## config.mk

```make
export PLATFORM = sky130hd
export DESIGN_NAME = pps_searcher
export DESIGN_NICKNAME = d
export VERILOG_FILES = /design/src/rtl/pps_pkg.sv /design/src/rtl/pps_window_seq.sv /design/src/rtl/pps_sat_ctr.sv /design/src/rtl/pps_hit_bank.sv /design/src/rtl/pps_argmax.sv /design/src/rtl/pps_searcher.sv
export SDC_FILE = /design/constraint.sdc
export NUM_CORES = 1
export LEC_CHECK = 0
export ABC_AREA = 1
export BUFFER_PORTS_ARGS = -buffer_cell sky130_fd_sc_hd__buf_2
export CORE_MARGIN = 2
export CORE_UTILIZATION = 45
export DETAILED_ROUTE_END_ITERATION = 16
export GPL_TIMING_DRIVEN = 1
export PLACE_DENSITY_LB_ADDON = 0.2
export SLEW_MARGIN = 15
export SYNTH_ARGS = -nofsm -noshare
export SYNTH_HDL_FRONTEND = slang
export SYNTH_HIERARCHICAL = 1
export SYNTH_SLANG_ARGS = --single-unit
export TNS_END_PERCENT = 20
```

## constraint.sdc

```tcl
create_clock -name clk -period 33.3 [get_ports clk]
set_input_delay 3.33 -clock clk [delete_from_list [all_inputs] [get_ports clk]]
set_output_delay 3.33 -clock clk [all_outputs]
set_load 0.05 [all_outputs]
```

## src/rtl/pps_pkg.sv

```systemverilog
package pps_pkg;
  typedef enum logic [2:0] {
    ST_IDLE,
    ST_CLEAR,
    ST_ACC,
    ST_DECIDE,
    ST_LOCKED,
    ST_FAIL
  } pps_state_e;
endpackage

```

## src/rtl/pps_window_seq.sv

```systemverilog
// Steps the window index once per clock and the symbol count once per wrap.
module pps_window_seq #(
  parameter int NUM_WIN = 10,
  parameter int SYMBOLS = 31,
  localparam int WIN_W = $clog2(NUM_WIN),
  localparam int SYM_W = $clog2(SYMBOLS + 1)
) (
  input  logic             clk,
  input  logic             rst_n,
  input  logic             clr,
  input  logic             run,
  output logic [WIN_W-1:0] win,
  output logic             last
);
  localparam logic [WIN_W-1:0] WIN_MAX = WIN_W'(NUM_WIN - 1);
  localparam logic [SYM_W-1:0] SYM_MAX = SYM_W'(SYMBOLS - 1);

  logic [SYM_W-1:0] sym;

  always_ff @(posedge clk) begin
    if (!rst_n || clr) begin
      win <= '0;
      sym <= '0;
    end else if (run) begin
      if (win == WIN_MAX) begin
        win <= '0;
        sym <= (sym == SYM_MAX) ? '0 : sym + 1'b1;
      end else begin
        win <= win + 1'b1;
      end
    end
  end

  assign last = run && (win == WIN_MAX) && (sym == SYM_MAX);
endmodule

```

## src/rtl/pps_sat_ctr.sv

```systemverilog
// Saturating up-counter with synchronous clear.
module pps_sat_ctr #(
  parameter int W = 5
) (
  input  logic         clk,
  input  logic         rst_n,
  input  logic         clr,
  input  logic         inc,
  output logic [W-1:0] cnt
);
  always_ff @(posedge clk) begin
    if (!rst_n || clr) cnt <= '0;
    else if (inc && (cnt != {W{1'b1}})) cnt <= cnt + 1'b1;
  end
endmodule

```

## src/rtl/pps_hit_bank.sv

```systemverilog
// Two counters per window: first-half and second-half hits.
module pps_hit_bank #(
  parameter int NUM_WIN = 10,
  parameter int CNT_W = 5,
  localparam int WIN_W = $clog2(NUM_WIN)
) (
  input  logic                          clk,
  input  logic                          rst_n,
  input  logic                          clr,
  input  logic                          en,
  input  logic [WIN_W-1:0]              win,
  input  logic                          hit_pos,
  input  logic                          hit_neg,
  output logic [NUM_WIN-1:0][CNT_W-1:0] cnt_pos,
  output logic [NUM_WIN-1:0][CNT_W-1:0] cnt_neg
);
  for (genvar g = 0; g < NUM_WIN; g++) begin : g_win
    logic sel;
    assign sel = en && (win == WIN_W'(g));

    pps_sat_ctr #(.W(CNT_W)) u_pos (
      .clk(clk), .rst_n(rst_n), .clr(clr),
      .inc(sel && hit_pos), .cnt(cnt_pos[g])
    );
    pps_sat_ctr #(.W(CNT_W)) u_neg (
      .clk(clk), .rst_n(rst_n), .clr(clr),
      .inc(sel && hit_neg), .cnt(cnt_neg[g])
    );
  end
endmodule

```

## src/rtl/pps_argmax.sv

```systemverilog
// Largest count; scan order window 0 first-half, window 0 second-half, window 1 ...
// Strict comparison keeps the earliest entry on ties.
module pps_argmax #(
  parameter int NUM_WIN = 10,
  parameter int CNT_W = 5,
  localparam int WIN_W = $clog2(NUM_WIN)
) (
  input  logic [NUM_WIN-1:0][CNT_W-1:0] cnt_pos,
  input  logic [NUM_WIN-1:0][CNT_W-1:0] cnt_neg,
  output logic [WIN_W-1:0]              best_idx,
  output logic                          best_half,
  output logic [CNT_W-1:0]              best_cnt
);
  always_comb begin
    best_cnt  = cnt_pos[0];
    best_idx  = '0;
    best_half = 1'b0;
    for (int w = 0; w < NUM_WIN; w++) begin
      if (w > 0 && cnt_pos[w] > best_cnt) begin
        best_cnt  = cnt_pos[w];
        best_idx  = WIN_W'(w);
        best_half = 1'b0;
      end
      if (cnt_neg[w] > best_cnt) begin
        best_cnt  = cnt_neg[w];
        best_idx  = WIN_W'(w);
        best_half = 1'b1;
      end
    end
  end
endmodule

```

## src/rtl/pps_searcher.sv

```systemverilog
module pps_searcher
  import pps_pkg::*;
#(
  parameter int NUM_WIN = 10,
  parameter int CNT_W = 5,
  parameter int SYMBOLS = 31,
  parameter int THRESH = 16,
  localparam int WIN_W = $clog2(NUM_WIN)
) (
  input  logic             clk,
  input  logic             rst_n,
  input  logic             start,
  input  logic             hit_pos,
  input  logic             hit_neg,
  output logic [WIN_W-1:0] win_idx,
  output logic             win_half,
  output logic             lock_pulse,
  output logic             fail
);
  localparam logic [CNT_W-1:0] THR_V = CNT_W'(THRESH);

  pps_state_e state_q, state_d;
  logic [WIN_W-1:0] seq_win;
  logic seq_last;
  logic [NUM_WIN-1:0][CNT_W-1:0] cnt_pos, cnt_neg;
  logic [WIN_W-1:0] best_idx;
  logic best_half;
  logic [CNT_W-1:0] best_cnt;
  logic pass;

  pps_window_seq #(.NUM_WIN(NUM_WIN), .SYMBOLS(SYMBOLS)) u_seq (
    .clk(clk), .rst_n(rst_n),
    .clr(state_q == ST_CLEAR), .run(state_q == ST_ACC),
    .win(seq_win), .last(seq_last)
  );

  pps_hit_bank #(.NUM_WIN(NUM_WIN), .CNT_W(CNT_W)) u_bank (
    .clk(clk), .rst_n(rst_n),
    .clr(state_q == ST_CLEAR), .en(state_q == ST_ACC),
    .win(seq_win), .hit_pos(hit_pos), .hit_neg(hit_neg),
    .cnt_pos(cnt_pos), .cnt_neg(cnt_neg)
  );

  pps_argmax #(.NUM_WIN(NUM_WIN), .CNT_W(CNT_W)) u_max (
    .cnt_pos(cnt_pos), .cnt_neg(cnt_neg),
    .best_idx(best_idx), .best_half(best_half), .best_cnt(best_cnt)
  );

  assign pass = (best_cnt >= THR_V);

  always_comb begin
    state_d = state_q;
    if (start) state_d = ST_CLEAR;
    else begin
      case (state_q)
        ST_CLEAR:  state_d = ST_ACC;
        ST_ACC:    if (seq_last) state_d = ST_DECIDE;
        ST_DECIDE: state_d = pass ? ST_LOCKED : ST_FAIL;
        default:   state_d = state_q;
      endcase
    end
  end

  always_ff @(posedge clk) begin
    if (!rst_n) begin
      state_q    <= ST_IDLE;
      win_idx    <= '0;
      win_half   <= 1'b0;
      lock_pulse <= 1'b0;
      fail       <= 1'b0;
    end else begin
      state_q    <= state_d;
      lock_pulse <= 1'b0;
      if (start) begin
        win_idx  <= '0;
        win_half <= 1'b0;
        fail     <= 1'b0;
      end else if (state_q == ST_DECIDE) begin
        if (pass) begin
          win_idx    <= best_idx;
          win_half   <= best_half;
          lock_pulse <= 1'b1;
        end else begin
          fail <= 1'b1;
        end
      end
    end
  end
endmodule

```

# == After elaboration in Yosys (flattened, before gate mapping) ==
# Index checks and enable logic that the tools add are counted.
# word_totals
output_inout_bits,7
ff_bits,119
input_bits,5
wordCells,234
# classes
eq_ne,35
magnitude_cmp,20
n_reduce_logical,63
add_sub_neg,22
bitwise,3
n_mux,63
# ops
op,count
$add A5 B1 Y5 const B,21
$mux W5,20
$ne A5 B5 Y1 const B,20
$gt A5 B5 Y1,19
$mux W4,18
$logic_and A1 B1 Y1,51
$mux W1,23
$eq A4 B3 Y1 const B,4
$reduce_and A2 Y1,5
$pmux W3 S3,1
$eq A4 B2 Y1 const B,2
$eq A4 B4 Y1 const B,2
$eq A3 B2 Y1 const B,2
$eq A5 B5 Y1 const B,1
$ge A5 B5 Y1 const B,1
$add A4 B1 Y4 const B,1
$eq A4 B1 Y1 const B,1
$logic_not A4 Y1,1
$reduce_bool A4 Y1,1
$eq A3 B1 Y1 const B,1
$mux W3,1
$ne A3 B3 Y1 const B,1
$not A1 Y1,3
$reduce_bool A3 Y1,1
5 further kinds,5

# == Longest topological paths before layout ==
# depth
word_depth,42
mapped_depth,177
ltp_nobuf,176

# == By module ==
# The synthesis kept the hierarchy.
# modules_own_cells
mod,cells_each,n_inst,area_per_inst_um2
pps_sat_ctr,35,20,260.2
pps_argmax,704,1,4267.8
pps_window_seq,73,1,499.2
pps_searcher,48,1,387.9
pps_hit_bank,41,1,181.4

# == Least setup slack after synthesis ==
# Ideal clock, no wire load.
# synth_timing
path_type,register to register
startpoint,register u_bank.g_win[0].u_pos.cnt[4]
endpoint,register state_q[0]
path_buffers,1
required_ns,33.191
t_arrival_ns,23.203
path_stages_with_launch,172
setup_time_ns,0.109
period_less_slack_ns,23.312
slack_ns,9.988
cell_sequence,dfxtp_1 inv_1 ha_1 a21oi_1 nand3_4 nand2_4 nand2_2 nand2_1 inv_1 ha_1 nand2_1 inv_2 o21bai_2 nand3_2 nand2_4 inv_2 nand2_1 nand2_1 (+136 left out) a21oi_1 inv_1 or2_2 nand2_1 ha_1 nand2_1 inv_1 nand3_1 o221ai_1 nand2_1 inv_1 nand2_1 nand2_1 inv_1 nand2_1 nand3_1 nand2_1 inv_1
# synth_via
elab_chain_cells,42
# synth_lines
item,line,text
"start, declared",pps_sat_ctr.sv:9,output logic [W-1:0] cnt
"start signal, assigned",pps_sat_ctr.sv:13,else if (inc && (cnt != {W{1'b1}})) cnt <= cnt + 1'b1;
$gt A5 B5 Y1,pps_argmax.sv:24,if (cnt_neg[w] > best_cnt) begin
$mux W5 *,pps_argmax.sv:24,
$gt A5 B5 Y1,pps_argmax.sv:19,if (w > 0 && cnt_pos[w] > best_cnt) begin
$mux W5 *,pps_argmax.sv:19,
$gt A5 B5 Y1,pps_argmax.sv:24,
$mux W5 *,pps_argmax.sv:24,
$gt A5 B5 Y1,pps_argmax.sv:19,
$mux W5 *,pps_argmax.sv:19,
(+27 left out),-,
$mux W5 *,pps_argmax.sv:19,
$gt A5 B5 Y1,pps_argmax.sv:24,
$mux W5 *,pps_argmax.sv:24,
named net best_cnt[4],pps_searcher.sv:28,logic [CNT_W-1:0] best_cnt;
$ge A5 B5 Y1 *,pps_searcher.sv:49,assign pass = (best_cnt >= THR_V);
$mux W1 *,pps_searcher.sv:58,ST_DECIDE: state_d = pass ? ST_LOCKED : ST_FAIL;
$pmux W3 S3 *,pps_searcher.sv:55,case (state_q)
$mux W1 *,pps_searcher.sv:53,if (start) state_d = ST_CLEAR;
"end signal, assigned",pps_searcher.sv:72,state_q <= state_d;
"end, declared",pps_searcher.sv:22,"pps_state_e state_q, state_d;"
# Mark *: on every way through the listed nets, which the timed path passes. The rest lies on a longest branch.
# A chain may end at the register's enable or synchronous reset.

# == Worst setup path in the final report ==
# layout_timing
startpoint,register u_bank.g_win[0].u_pos.cnt[2]
endpoint,register state_q[0]
# Same word-level chain as after synthesis.

==> summary.txt <==
STA
  • Final Slew Violations: 0
  • Crit share post-route: 79.00%
  • Slew HR: 49.79%
  • Max Clk Rate: 38.01 MHz
  • Setup violators final: 0
  • RSZ-0062 raised after global routing: false
  • Setup TNS: 0 ns
  • Worst-margin pin slew: 0.7531 ns
  • Final hold violation count: 0
  • Fin crit period: 26.31 ns
  • Clk_skew: 0.008106 ns

Outcome
  • Status: completed

CTS
  • Cts hold-fix bufs: 0
  • CTS root buf: clkbuf_16
  • CTS Sinks: 119
  • Clock Tree Buf Depth: 2
  • Post-CTS Setup Inserts: 0
  • Clk_lat worst skew: 0.42 ns
  • CTS Buf Count: 17
  • CTS tree: yes
  • Post-CTS sizing: 0
  • Worst-path clk slew: 0.06 ns
  • CTS H-tree depth: 4

Finish
  • Final #Nets: 1,726
  • Finished Cell Area: 0.01155 mm2
  • Share of layout cells above drive strength 1: 19.30%
  • Commonest cells after routing, fill and taps aside: 345 x nand2_1, 200 x nor2_1, 183 x inv_1
  • Number of fill cells: 2,287
  • Most common cell after layout, fill and taps aside: nand2_1
  • Antenna diodes: 0
  • Fin cells: 1,909
  • Final core occ: 50.70%
  • Area Overhead vs Synth: 10.08%

Floorplan
  • Boundary pin count: 12
  • Die area: 0.02455 mm2
  • # rows: 55
  • Die Y-Extent: 156.7 um
  • Die Wd: 156.7 um
  • Total core area: 0.02278 mm2
  • Starting density of the core: 46.06%

Worst setup path
  • R2R Path Start: u_bank/g_win[0].u_pos/cnt[2]
  • Startpoint types: flip-flop
  • Worst EP arrival: 26.62 ns
  • Worst setup startpoint: u_bank/g_win[0].u_pos/cnt[2]
  • Crit end category: flip-flop
  • Critical-path maximum fanout: 11
  • Required @ worst endpoint: 33.61 ns
  • Setup CP Type: reg2reg
  • Largest stage delay on the critical path: 0.55 ns
  • Critical path's most frequent cell: nand2_1
  • Slowest-stage cell, CP: a2111oi_0

Place
  • IO Port Bufs: 11
  • Placed instance count: 1,878
  • Dpl hpwl: 18,460 um
  • Placer Congestion: 0.8803
  • Placed cell areas: 0.01095 mm2

Detailed routing
  • Vias/cell: 4.960
  • Via count: 9,468
  • DR DRC count: 0
  • Post-DR wirelength/cell: 12.62 um
  • Total wire length: 24,090 um
  • Antenna Nets Post-Route: 0
  • Initial DRC count: 556
  • DR pass1 iterations: 5

Yosys
  • Post-synth net total: 1,696
  • Cells after synthesis: 1,554
  • Yosys Warn Count: 6
  • Cell area after synthesis: 0.01049 mm2
  • Avg Cell Area, Syn: 6.751 um2

Global route
  • Overall global routing resource usage: 20.47%
  • Global-route wire length before repair: 40,730 um
  • Initial antenna violation count: 0
  • Number of global-route vias before repair: 8,780
  • Largest net degree at the start of global routing: 24
  • Total congestion overflow: 0

Run
  • Max_cap viols: 0

Min path
  • Hold_sp: win_idx[2]
  • Hold Path Class: reg2reg
-- metrics by stage --
step | worst slack [ns] | hold slack [ns]
after global routing | 3.631 | 0.4785
after floorplan | 10.15 | 0.4622
after CTS | 7.115 | 0.4653
final | 6.992 | 0.4590
after global placement | 8.083 | 0.4476
after detailed placement | 7.275 | 0.4557
-- sequential cells by signal, summed over array words and instances, names as in the netlist --
name                    count
u_seq/sym                   5
u_seq/win                   4
state_q                     3
lock_pulse                  1
win_idx                     4
fail                        1
u_bank/g_win.u_pos/cnt     50
u_bank/g_win.u_neg/cnt     50
win_half                    1
-- critical path: cells and delay by family (launching register included) --
kind	cells	cell delay, ns
adders and majority gates	19	5.03
and+or+nand+nor	101	14.38
AOI/OAI and AO/OA	19	3.18
buffers and inverters	32	3.12
DFF	1	0.45
-- routing by layer --
| layer | global-route usage (%) | share of wire (%) | vias to the layer above |
|---|---|---|---|
| met5 | 0 | 0 | - |
| met4 | 5.286 | 1.5 | 0 |
| met3 | 3.600 | 3.0 | 22 |
| met2 | 35.22 | 46 | 135 |
| met1 | 26.44 | 49 | 4253 |
| li1 | - | - | 5058 |
-- cell type report --
class                   instances  area, um2  share of cell area, %
clock inverters                12      150.1                  1.300
repair buffers                 12      62.56                 0.5417
well taps                     313      391.6                  3.391
multi-input cells            1200       7228                  62.59
clock buffers                  19      452.9                  3.922
flip-flops and latches        119       2382                  20.63
inverters                     234      880.8                  7.627
-- final timing paths --
| kind | cells past startpoint | slack (ns) | end |
|---|---|---|---|
| worst min register to register | 2 | 0.46 | win_idx[2] |
| worst max-delay path | 171 | 6.99 | state_q[0] |
| worst min-delay path | 2 | 0.46 | win_idx[2] |
| worst max register to register | 171 | 6.99 | state_q[0] |
Power is left out: the tool's default activity adds up to more than one toggle a clock period on the data nets, which glitch-free logic cannot reach.
